File: src/rtl/sfa_pkg.sv
package sfa_pkg;
  localparam int unsigned SFA_BYTE_W = 8;
  localparam int unsigned SFA_N_A1   = 3;
  localparam int unsigned SFA_N_A2   = 3;
  localparam logic [7:0]  SFA_A1     = 8'hF6;
  localparam logic [7:0]  SFA_A2     = 8'h28;
endpackage

File: src/rtl/sfa_hunt.sv
module sfa_hunt #(
  parameter int unsigned W  = 8,
  parameter int unsigned N1 = 3,
  parameter int unsigned N2 = 3,
  parameter logic [W-1:0] A1 = 8'hF6,
  parameter logic [W-1:0] A2 = 8'h28
) (
  input  logic         clk,
  input  logic         rst,
  input  logic         din,
  output logic [W-1:0] last_word,
  output logic         hit
);
  localparam int unsigned NB   = N1 + N2;
  localparam int unsigned SR_W = W * NB;

  logic [SR_W-1:0] sr;
  logic [SR_W-1:0] pat;

  // Pattern is built from the byte values, first byte in the top slice.
  for (genvar i = 0; i < NB; i++) begin : g_pat
    if (i < N1) begin : g_a1
      assign pat[SR_W-1-i*W -: W] = A1;
    end else begin : g_a2
      assign pat[SR_W-1-i*W -: W] = A2;
    end
  end

  always_ff @(posedge clk) begin
    if (rst) sr <= '0;
    else     sr <= {sr[SR_W-2:0], din};
  end

  assign hit       = (sr == pat);
  assign last_word = sr[W-1:0];

  // a hit means the bit just sampled was the final pattern bit
  assert_hit_tail_R3: assert property (@(posedge clk) disable iff (rst)
    hit |-> ($past(din) == A2[0]));
endmodule

File: src/rtl/sfa_bytectl.sv
module sfa_bytectl #(
  parameter int unsigned W = 8
) (
  input  logic clk,
  input  logic rst,
  input  logic hit,
  input  logic oof,
  output logic cap,
  output logic stb,
  output logic fp
);
  localparam int unsigned CNT_W = (W > 1) ? $clog2(W) : 1;
  localparam logic [CNT_W-1:0] LAST = CNT_W'(W - 1);

  logic [CNT_W-1:0] cnt;
  logic             oof_q;
  logic             gate;
  logic             realign;

  // The request is honoured at its level and for one clock after it falls.
  assign gate    = oof | oof_q;
  assign realign = hit & gate;
  assign cap     = realign | (cnt == LAST);

  always_ff @(posedge clk) begin
    if (rst) begin
      cnt   <= '0;
      oof_q <= 1'b0;
      stb   <= 1'b0;
      fp    <= 1'b0;
    end else begin
      oof_q <= oof;
      stb   <= cap;
      if (cap) begin
        cnt <= '0;
        fp  <= realign;
      end else begin
        cnt <= cnt + 1'b1;
      end
    end
  end

  // a pulse starts only if the request was high at one of the two edges before it
  assert_fp_gate_R7: assert property (@(posedge clk) disable iff (rst)
    $rose(fp) |-> ($past(oof) || $past(oof, 2)));
  // the pulse begins and ends on word strobes
  assert_fp_rise_stb_R5: assert property (@(posedge clk) disable iff (rst)
    $rose(fp) |-> stb);
  assert_fp_fall_stb_R5: assert property (@(posedge clk) disable iff (rst)
    $fell(fp) |-> stb);
  // an accepted hit yields a strobe carrying a pulse on the next clock
  assert_realign_pulse_R6: assert property (@(posedge clk) disable iff (rst)
    (hit && gate) |=> (stb && fp));
endmodule

File: src/rtl/sfa_outreg.sv
module sfa_outreg #(
  parameter int unsigned W = 8
) (
  input  logic         clk,
  input  logic         rst,
  input  logic         cap,
  input  logic         los,
  input  logic [W-1:0] word_in,
  output logic [W-1:0] word_out
);
  always_ff @(posedge clk) begin
    if (rst)      word_out <= '0;
    else if (cap) word_out <= los ? '0 : word_in;
  end

  // a word taken during loss of signal reads as zero
  assert_los_zero_R8: assert property (@(posedge clk) disable iff (rst)
    (cap && los) |=> (word_out == '0));
  // the word only moves on a capture
  assert_word_hold_R2: assert property (@(posedge clk) disable iff (rst)
    !cap |=> $stable(word_out));
endmodule

File: src/rtl/sonet_frame_aligner.sv
module sonet_frame_aligner
  import sfa_pkg::*;
#(
  parameter int unsigned BYTE_W = SFA_BYTE_W,
  parameter int unsigned N_A1   = SFA_N_A1,
  parameter int unsigned N_A2   = SFA_N_A2,
  parameter logic [BYTE_W-1:0] A1_VAL = SFA_A1,
  parameter logic [BYTE_W-1:0] A2_VAL = SFA_A2
) (
  input  logic              clk,
  input  logic              rst,
  input  logic              ser_in,
  input  logic              oof_req,
  input  logic              los_in,
  output logic [BYTE_W-1:0] byte_out,
  output logic              byte_stb,
  output logic              frame_pulse
);
  logic [BYTE_W-1:0] last_word;
  logic              hit;
  logic              cap;

  sfa_hunt #(.W(BYTE_W), .N1(N_A1), .N2(N_A2), .A1(A1_VAL), .A2(A2_VAL)) u_hunt (
    .clk(clk), .rst(rst), .din(ser_in), .last_word(last_word), .hit(hit)
  );

  sfa_bytectl #(.W(BYTE_W)) u_ctl (
    .clk(clk), .rst(rst), .hit(hit), .oof(oof_req),
    .cap(cap), .stb(byte_stb), .fp(frame_pulse)
  );

  sfa_outreg #(.W(BYTE_W)) u_out (
    .clk(clk), .rst(rst), .cap(cap), .los(los_in),
    .word_in(last_word), .word_out(byte_out)
  );

  // an accepted hit without loss of signal presents the A2 value with the pulse
  assert_a2_out_R4: assert property (@(posedge clk) disable iff (rst)
    (hit && oof_req && !los_in) |=> (byte_out == A2_VAL && frame_pulse));
endmodule

File: config.mk
export PLATFORM = sky130hd
export DESIGN_NAME = sonet_frame_aligner
export DESIGN_NICKNAME = d
export VERILOG_FILES = /design/src/rtl/sfa_pkg.sv /design/src/rtl/sfa_hunt.sv /design/src/rtl/sfa_bytectl.sv /design/src/rtl/sfa_outreg.sv /design/src/rtl/sonet_frame_aligner.sv
export SDC_FILE = /design/constraint.sdc
export NUM_CORES = 1
export LEC_CHECK = 0
export ABC_CLOCK_PERIOD_IN_PS = 2350
export BUFFER_PORTS_ARGS = -buffer_cell sky130_fd_sc_hd__buf_2
export CORE_ASPECT_RATIO = 2
export CORE_UTILIZATION = 57
export DETAILED_ROUTE_END_ITERATION = 6
export PLACE_DENSITY = 0.76
export SLEW_MARGIN = 20
export SYNTH_ARGS = -nofsm -noshare
export SYNTH_HDL_FRONTEND = slang
export SYNTH_HIERARCHICAL = 1
export SYNTH_SLANG_ARGS = --single-unit
File: constraint.sdc
create_clock -name clk -period 2.35 [get_ports clk]
set_input_delay 0.47 -clock clk [delete_from_list [all_inputs] [get_ports clk]]
set_output_delay 0.47 -clock clk [all_outputs]
set_load 0.02 [all_outputs]
# Yosys cells after proc, flatten, opt, wreduce, memory -nomap -nowiden
# Index checks and enable logic that the tools add are counted.
# W data, S select, Z words.
word_totals:
  regBits: 62
  inputBits: 5
  output_inout_bits: 10
  elab_cells: 14
classes:
  n_addsub: 1
  eq_ne: 2
  mux: 1
  bitwise: 3
  reduce_logical: 1
op_table:
  columns: ["op", "count"]
  rows:
  - ["$eq A48 B48 Y1 const B", 1]
  - ["$mux W8", 1]
  - ["$add A3 B1 Y3 const B", 1]
  - ["$eq A3 B3 Y1 const B", 1]
  - ["$or A1 B1 Y1", 2]
  - ["$reduce_or A2 Y1", 1]
  - ["$and A1 B1 Y1", 1]

# Depth between registers and ports, before layout
# Gate-level depths: netlist of the first run.
logic_depth:
  depth_word: 4
  depth_mapped: 8
  mapped_depth_nobuf: 7

# Hierarchy
# Netlist of the first run, hierarchy kept.
modules_own_cells:
  columns: ["module", "n_inst", "cells_per_inst", "area_per_inst_um2", "seq_area_each_um2"]
  rows:
  - ["sfa_hunt", 1, 125, 1492.7, 960.9]
  - ["sfa_outreg", 1, 34, 340.3, 160.2]
  - ["sfa_bytectl", 1, 19, 216.5, 120.1]

# Worst setup path before layout of the first run
# OpenSTA, ideal clock, no wires.
synth_path:
  kind: "register to register"
  from: "reg u_hunt.sr[32]"
  to: "reg u_out.word_out[4]"
  setup_ns: 0.128
  t_arrival_ns: 1.708
  t_required_ns: 2.222
  path_slack_ns: 0.514
  path_stages_with_launch: 9
  n_path_buf: 1
  period_less_slack_ns: 1.836
  cell_sequence: "dfxtp_1 nand4b_1 or4_1 nor3_2 o21ai_4 nand2_1 buf_6 nand2b_1 a21oi_1"
synth_between:
  elab_chain_len: 3
synth_rtl:
  columns: ["element", "line_no", "source"]
  rows:
  - ["from (decl)", "sfa_hunt.sv:17", "logic [SR_W-1:0] sr;"]
  - ["from (signal assigned)", "sfa_hunt.sv:31", "else sr <= {sr[SR_W-2:0], din};"]
  - ["$eq A48 B48 Y1", "sfa_hunt.sv:34", "assign hit = (sr == pat);"]
  - ["net hit", "sonet_frame_aligner.sv:20", "logic hit;"]
  - ["$and A1 B1 Y1", "sfa_bytectl.sv:22", "assign realign = hit & gate;"]
  - ["$or A1 B1 Y1", "sfa_bytectl.sv:23", "assign cap = realign | (cnt == LAST);"]
  - ["net cap", "sonet_frame_aligner.sv:21", "logic cap;"]
  - ["to (signal assigned)", "sfa_outreg.sv:13", "else if (cap) word_out <= los ? '0 : word_in;"]
  - ["to (decl)", "sfa_outreg.sv:9", "output logic [W-1:0] word_out"]
# The timed path passes the listed nets, and every way through them passes these cells.
# A chain may end at the register's enable or synchronous reset.

# Final worst setup path of the first run
layout_path:
  from: "reg u_hunt.sr[35]"
  to: "reg u_out.word_out[3]"
# The elaborated chain is that of the path after synthesis.

==> results.md, run 1 <==
- Number of distinct library cells after synthesis: 26
- First-pass GRT wire length: 5.44 mm
- Cell area after layout: 2310 um2
- Number of core rows: 30
- Critical path capture point type: register
- Maximum number of pins on one net before global-route repair: 38
- Part of the power in registers: 51.1%
- Number of global-route vias before repair: 1209
- Compound-cell area share of the yosys netlist: 3.24%
- Setup repair after global routing missed its margin: false
- Transition at the pin with the smallest max-transition slack: 606 ps
- Total of flip-flops plus latches after synthesis: 62
- Multi-input logic area: 711 um2
- Post-detailed-placement cell area: 2100 um2
- Setup Buffers After CTS: 0
- Count of pins on the block boundary: 15
- CTS resizes: 0
- Clock share of power: 47.2%
- Net switching fraction of the power: 20.0%
- Maximum capacitance violations: 0
- Largest family of logic cells by synthesized area: simple AND/OR/NAND/NOR gates
- Largest driver fanout on the critical path: 16
- Final Wtd Congestion: 0.774
- Data required time of the critical path: 2620 ps
- Upper clock frequency limit: 0.473 GHz
- Routed via count: 1207
- Root buffer cell: sky130_fd_sc_hd__clkbuf_8
- Initial core utilization: 60.0%
- Number of slew-limit violations in the final report: 0
- Post-synth ARST share: 0%
- Relative slew slack: 59.6%
- Proportion of synthesized chip area in sequential cells: 60.6%
- Gate count after technology mapping: 178
- Netlist area before placement: 2050 um2
- Worst min-delay path class: input pin to register
- Count of fill cells added during filler insertion: 269
- Maximum VDD drop: 0.675 mV
- Number of detailed-route iterations in the first pass: 4
- Time the worst path needs with I/O delays and setup: 2110 ps
- TritonCTS sink count: 62
- Area share of and/or/nand/nor cells after synthesis: 30.2%
- Fraction of final layout cells sized beyond drive strength 1: 21.0%
- Type of the worst setup path: register to register
- Switch Pwr: 416 uW
- Share of the clock period used by the worst path: 90.0%
- Highest-count cells in the layout ignoring fill and taps: 62 x sky130_fd_sc_hd__dfxtp_1, 48 x sky130_fd_sc_hd__nor2b_1, 14 x sky130_fd_sc_hd__buf_2, 10 x sky130_fd_sc_hd__a21oi_1, 9 x sky130_fd_sc_hd__clkbuf_8
- Layout Skew: 9.25 ps
- Antenna violations before repair: 0
- Finish-stage setup viols: 0
- Number of buffers created by CTS: 9
- Number of buffers inserted by hold repair at cts: 0
- Mapped Avg Cell Area: 11.5 um2
- Static Leakage: 0.909 nW
- Worst setup timing slack at the placement stage: 263 ps
- Yosys warnings: 6
- Die Y: 86.8 um
- Post-synthesis xor/xnor area fraction: 0%
- CP Launch Type: register
- Final WS setup: 235 ps
- Clock transition time at the flip-flop clock pins of the worst setup and hold paths: 60 ps
- Max Buffers Root-to-Sink: 2
- Mux contribution to synthesized area: 0%
- Floorplan Core Area: 3420 um2
- Overall die area: 3850 um2
- Clock insertion delay at the later pin of the skew report: 340 ps
- Internal Dissipation: 1.67 mW
- Total routed wirelength: 3.26 mm
- P&R area growth vs syn: 12.9%
- Status: complete, no violations
- Combinational share of power: 1.7%
- Final hold slack: 352 ps
- Number of DRC markers in iteration 0: 18
- TritonCTS clock tree: done
- Post-Syn Nets: 185
- Routed WL per cell: 13.4 um
- Most common library cell in the layout ignoring fill and taps: sky130_fd_sc_hd__dfxtp_1
- Count of flip-flops with a built-in enable after synthesis: 0
- Post-DP HPWL: 2.26 mm
- Total routing resource utilization after global routing: 20.0%
- Post-Synth Adder-Cell Area: 1.22%
- Vias per cell: 4.97
- Layout Nets: 197
- Sequential cell area in the final layout: 1240 um2
- Number of H-tree levels: 3
- Inserted Diodes: 0
- Port Buffer Count: 14
- Final global-route overflow total: 0
- Summed negative setup slack over all endpoints: 0 ps
- Count of unresolved DRC violations after routing: 0
- Most used DFF post-synth: sky130_fd_sc_hd__dfxtp_1
- Number of nets with antenna violations after routing: 0
- Hold Vio Cnt, Final: 0
- Power density over the cells: 900 nW/um2
- Arrival time at the worst endpoint: 2380 ps
- Die Wd: 44.4 um
## flip-flops by register name (all words and copies together) (netlist names)
signal          count
u_hunt/sr          48
u_ctl/oof_q         1
u_ctl/cnt           3
u_ctl/fp            1
u_out/word_out      8
u_ctl/stb           1
## cell usage after synthesis (all sizes together), types with 2 or more instances
master	count	area share, %
ha	2	1.2
nand4b	3	1.3
nand4	3	1.6
nand2b	9	3.5
buf	10	3.7
a21oi	10	2.4
and3	2	0.61
nor4b	6	2.6
nor2b	49	15
nand3b	8	2.9
clkbuf	5	0.92
dfxtp	62	61
## through the flow
step / std cells / utilization (%) / power, mW
floorplan: 178 / - / 1.11
global placement: 227 / 61.5 / 1.12
detailed placement: 227 / 61.5 / 1.12
CTS: 243 / 67.8 / 2.10
global route: 243 / 67.8 / 2.15
finish: 243 / 67.8 / 2.08
## logic make-up after synthesis
logic type,count (synthesis)
compound gates,11
fa+ha+maj,2
buf+inv,16
flops,62
simple gates,87
## area by class of cell
type,count,share of cell area (%)
multi-input cells,100,30.7
repair buffers,16,3.68
well taps,48,2.59
clock buffers,10,5.51
inverters,1,0.162
clock inverters,6,3.73
flip-flops and latches,62,53.6
## critical path, cell delays in order, from the launching register on
cell and delay, ps:
sky130_fd_sc_hd__dfxtp_1 310, sky130_fd_sc_hd__nand4b_1 170, sky130_fd_sc_hd__or4_1 550, sky130_fd_sc_hd__nor3_2 270, sky130_fd_sc_hd__o21ai_4 110, sky130_fd_sc_hd__nand2_1 330
sky130_fd_sc_hd__nand3b_1 150, sky130_fd_sc_hd__a21oi_1 160
## worst paths after layout
path,cells past startpoint,startpoint,end,slack [ps]
setup reg to reg,7,u_hunt/sr[35],u_out/word_out[3],240
hold / removal,2,ser_in,u_hunt/sr[0],350
hold reg to reg,1,u_hunt/sr[41],u_hunt/sr[42],460
setup / recovery,7,u_hunt/sr[35],u_out/word_out[3],240
## power groups by stage
stage / Clock [mW] / Sequential, mW / Combinational (mW)
6_report: 0.983 / 1.06 / 0.0361
5_1_grt: 1.05 / 1.06 / 0.0404
4_1_cts: 1.00 / 1.06 / 0.0364
3_5_place_dp: 0 / 1.09 / 0.0348
3_3_place_gp: 0 / 1.09 / 0.0332
2_1_floorplan: 0 / 1.09 / 0.0264
## per-layer routing
layer | wire length (um) | track usage [%] | vias to the layer above
met4 | 91 | 11.6 | 0
li1 | - | - | 606
met3 | 105 | 5.63 | 9
met1 | 1350 | 21.9 | 565
met5 | 0 | 0 | -
met2 | 1720 | 33.3 | 27
Power figures use the tool's default switching activity.
==> inputs of run 2 (changes only) <==
--- a/config.mk
+++ b/config.mk
@@ -5,11 +5,13 @@
 export SDC_FILE = /design/constraint.sdc
 export NUM_CORES = 1
 export LEC_CHECK = 0
+export ABC_AREA = 1
 export ABC_CLOCK_PERIOD_IN_PS = 2350
 export BUFFER_PORTS_ARGS = -buffer_cell sky130_fd_sc_hd__buf_2
 export CORE_ASPECT_RATIO = 2
 export CORE_UTILIZATION = 57
 export DETAILED_ROUTE_END_ITERATION = 6
+export GPL_ROUTABILITY_DRIVEN = 0
 export PLACE_DENSITY = 0.76
 export SLEW_MARGIN = 20
 export SYNTH_ARGS = -nofsm -noshare
==> run 2 against run 1 <==
  * Clock skew down 1.8 ps
  * Synthesized cell count is 43% higher
  * Critical endpoint is now u_out/word_out[7]
  * Fmax grew 31%
  * Critical path depth up 5
  * Sequential power about the same
  * Total power fell by 9.3%
  * Highest routed layer unchanged
  * Largest cell class unchanged
==> results.md, run 2 <==
- Clock insertion delay at the later pin of the skew report: 330 ps (about the same)
- Final core utilization: 66.2% (-1.6 points)
- Routed via count: 1398 (+16%)
- Setup repair after global routing missed its margin: false
- Yosys warnings: 6 (unchanged)
- Largest regs: u_hunt/sr: 48 flops, u_out/word_out: 8 flops, u_ctl/cnt: 3 flops
- Vias per cell: 4.38 (-12%)
- Proportion of synthesized chip area in sequential cells: 59.5% (-1.1 points)
- Upper clock frequency limit: 0.621 GHz (+31%)
- Library cell with the highest instance count after synthesis: sky130_fd_sc_hd__nor2_1
- Number of buffers inserted by hold repair at cts: 0 (unchanged)
- Netlist area before placement: 2090 um2 (+1.8%)
- Number of global-route vias before repair: 1270 (+5.0%)
- Number of distinct library cells after synthesis: 16 (-38%)
- Maximum number of pins on one net before global-route repair: 30 (-21%)
- Clock transition time at the flip-flop clock pins of the worst setup and hold paths: 60 ps (about the same)
- Setup Buffers After CTS: 0 (unchanged)
- Most used DFF post-synth: sky130_fd_sc_hd__dfxtp_1
- Worst setup timing slack at the placement stage: 737 ps (+474 ps)
- Number of detailed-route iterations in the first pass: 4 (unchanged)
- Summed negative setup slack over all endpoints: 0 ps (unchanged)
- Arrival time at the worst endpoint: 1810 ps (-570 ps)
- Largest register by flop count: u_hunt/sr
- Number of flip-flops in the largest register: 48 (unchanged)
- Top cell type's share of synthesized area: 59.5% (-1.1 points)
- Cell type with the highest aggregate area in the netlist: sky130_fd_sc_hd__dfxtp_1
- Number of instances in the placed design: 304 (+34%)
- Share of the clock period used by the worst path: 68.5% (-22 points)
- Most common library cell in the layout ignoring fill and taps: sky130_fd_sc_hd__nor2_1
- TritonCTS clock tree: done
- Flop-to-flop setup slack: 740 ps (+510 ps)
- Fraction of final layout cells sized beyond drive strength 1: 12.2% (-8.8 points)
- TritonCTS sink count: 62 (unchanged)
- P&R area growth vs syn: 9.60%
- First-pass GRT wire length: 5.09 mm (-6.6%)
- Total routed wirelength: 2.94 mm (-9.9%)
- Count of fill cells added during filler insertion: 327 (+22%)
- Largest family of logic cells by synthesized area: simple AND/OR/NAND/NOR gates
- Critical path capture point type: register
- Total of flip-flops plus latches after synthesis: 62 (unchanged)
- CP Launch Type: register
- Floorplan Core Area: 3450 um2 (+1.1%)
- Port Buffer Count: 14 (unchanged)
- Cell area after layout: 2290 um2 (-1.2%)
- Number of nets with antenna violations after routing: 0 (unchanged)
- Startpoint of the lowest-slack register-to-register path: u_hunt/sr[4]
- Endpoint of the worst hold path: u_hunt/sr[0]
- Finish-stage setup viols: 0 (unchanged)
- Inserted Diodes: 0 (unchanged)
- Overall die area: 3920 um2 (+1.7%)
- Number of buffers created by CTS: 9 (unchanged)
- Die Wd: 44.8 um (+0.84%)
- Post-detailed-placement cell area: 2120 um2 (+0.83%)
- Static Leakage: 0.957 nW (+5.2%)
- R2R depth: 12 (+5)
- Min-Delay Startpoint: ser_in
- Post-synth ARST share: 0% (unchanged)
- Filler-free cell count of the finished design: 319 (+31%)
- Number of stages on the worst hold path: 3 (+1)
- Max Buffers Root-to-Sink: 2 (unchanged)
- Number of H-tree levels: 3 (unchanged)
- CTS resizes: 0 (unchanged)
- Worst min-delay path class: input pin to register
- Power density over the cells: 826 nW/um2 (-8.2%)
- Post-synthesis xor/xnor area fraction: 0% (unchanged)
- Highest-count cells in the layout ignoring fill and taps: 64 x sky130_fd_sc_hd__nor2_1, 62 x sky130_fd_sc_hd__dfxtp_1, 53 x sky130_fd_sc_hd__inv_1, 32 x sky130_fd_sc_hd__nand2_1, 14 x sky130_fd_sc_hd__buf_2
- Number of slew-limit violations in the final report: 0 (unchanged)
- Antenna violations before repair: 0 (unchanged)
- Die Y: 87.5 um (+0.86%)
- Type of the worst setup path: register to register
- Number of core rows: 30 (unchanged)
- Status: complete, no violations
- Count of unresolved DRC violations after routing: 0 (unchanged)
- Root buffer cell: sky130_fd_sc_hd__clkbuf_8
- RR Endpoint: u_out/word_out[7]
- Hold Vio Cnt, Final: 0 (unchanged)
- Routed WL per cell: 9.21 um (-31%)
- Gate count after technology mapping: 255 (+43%)
- Count of pins on the block boundary: 15 (unchanged)
- Maximum capacitance violations: 0 (unchanged)
- Final WS setup: 741 ps (+506 ps)
- Layout Skew: 7.45 ps (-1.79 ps)
- Area share of and/or/nand/nor cells after synthesis: 21.2% (-9.0 points)
- Transition at the pin with the smallest max-transition slack: 472 ps (-133 ps)
- Compound-cell area share of the yosys netlist: 2.82% (-0.42 points)
- Relative slew slack: 68.5% (+8.9 points)
- Count of flip-flops with a built-in enable after synthesis: 0 (unchanged)
- Leading post-synthesis cells by instance count: 64 x sky130_fd_sc_hd__nor2_1, 62 x sky130_fd_sc_hd__dfxtp_1, 53 x sky130_fd_sc_hd__inv_1
- Post-Synth Adder-Cell Area: 1.20% (-0.021 points)
- Initial core utilization: 60.4% (+0.40 points)
- Largest driver fanout on the critical path: 9 (-7)
- Final global-route overflow total: 0 (unchanged)
- Top post-synthesis cells by area: sky130_fd_sc_hd__dfxtp_1 60%, sky130_fd_sc_hd__nor2_1 12%, sky130_fd_sc_hd__inv_1 9.5%
- Mapped Avg Cell Area: 8.18 um2 (-29%)
- Mux contribution to synthesized area: 0% (unchanged)
- Time the worst path needs with I/O delays and setup: 1610 ps (-506 ps)
- Data required time of the critical path: 2550 ps (-70 ps)
- Maximum VDD drop: 0.748 mV (+11%)
- Total routing resource utilization after global routing: 18.3% (-1.8 points)
- Post-Syn Nets: 262 (+42%)
- Post-DP HPWL: 2.04 mm (-9.5%)
- Number of DRC markers in iteration 0: 11 (-7)
- Layout Nets: 274 (+39%)
-- run 2: cell count changes in the layout (fill, tap and decap cells not counted), sizes merged, moves of 3 or more --
| cell | delta |
|---|---|
| nor2 | +64 |
| inv | +54 |
| nor2b | -49 |
| nand2 | +31 |
| nand2b | -9 |
| nand3 | +9 |
| nand3b | -8 |
| nor4b | -6 |
| clkbuf | +4 |
| nand4b | -3 |
-- run 2: metal layers --
| metal | track usage (%) | part of all wire, % | up-vias |
|---|---|---|---|
| li1 | - | - | 756 |
| met3 | 7.42 | 4.0 | 7 |
| met5 | 0 | 0 | - |
| met4 | 11.6 | 2.8 | 0 |
| met2 | 28.1 | 49 | 24 |
| met1 | 20.4 | 44 | 611 |
-- run 2: power by group --
group          total, mW  leakage, nW  internal, mW  switching [mW]
combinational     0.0360        0.370        0.0108          0.0253
sequential          1.06        0.501          1.06         0.00356
clock              0.790       0.0865         0.434           0.356
-- run 2: through the flow --
step	total power, mW	hold WS, ps
floorplan	1.12	397
global route	1.97	352
detailed placement	1.12	412
finish	1.89	347
global placement	1.12	406
CTS	1.92	332
-- run 2: worst max path at each step --
stage                      start                end  slack, ps  cells after the start
floorplan           u_hunt/sr[6]  u_out/word_out[0]       1040                     13
global placement    u_hunt/sr[0]  u_out/word_out[7]        810                     12
detailed placement  u_hunt/sr[0]  u_out/word_out[7]        740                     12
CTS                 u_hunt/sr[0]  u_out/word_out[7]        730                     12
global route        u_hunt/sr[5]  u_out/word_out[5]        510                     11
finish              u_hunt/sr[4]  u_out/word_out[7]        740                     12
-- run 2: layout make-up --
class / count / area (um2) / share of cell area, %
clock buffer: 14 / 163 / 7.12
tap: 48 / 60.1 / 2.63
sequential: 62 / 1240 / 54.3
inverter: 55 / 206 / 9.03
clock inverter: 1 / 5.00 / 0.219
multi-input combinational: 123 / 526 / 23.0
timing repair buffer: 16 / 85.1 / 3.72
-- run 2: critical path, stage by stage (launching register included) --
cell and delay [ps]:
sky130_fd_sc_hd__dfxtp_1 320, sky130_fd_sc_hd__inv_2 50, sky130_fd_sc_hd__nand2_1 40, sky130_fd_sc_hd__nor2_1 130
sky130_fd_sc_hd__nand2_1 60, sky130_fd_sc_hd__nor2_1 100, sky130_fd_sc_hd__nand2_1 80, sky130_fd_sc_hd__nor2_2 100
sky130_fd_sc_hd__o21ai_2 90, sky130_fd_sc_hd__nand2_1 240, sky130_fd_sc_hd__inv_2 130, sky130_fd_sc_hd__nand2_1 90
sky130_fd_sc_hd__a21oi_1 60
-- run 2: cell families after synthesis --
family                   count (synthesis)
buffers and inverters                   70
flip-flops                              62
AO/OA/AOI/OAI                           11
adder cells (fa/ha/maj)                  2
AND/OR/NAND/NOR                        110
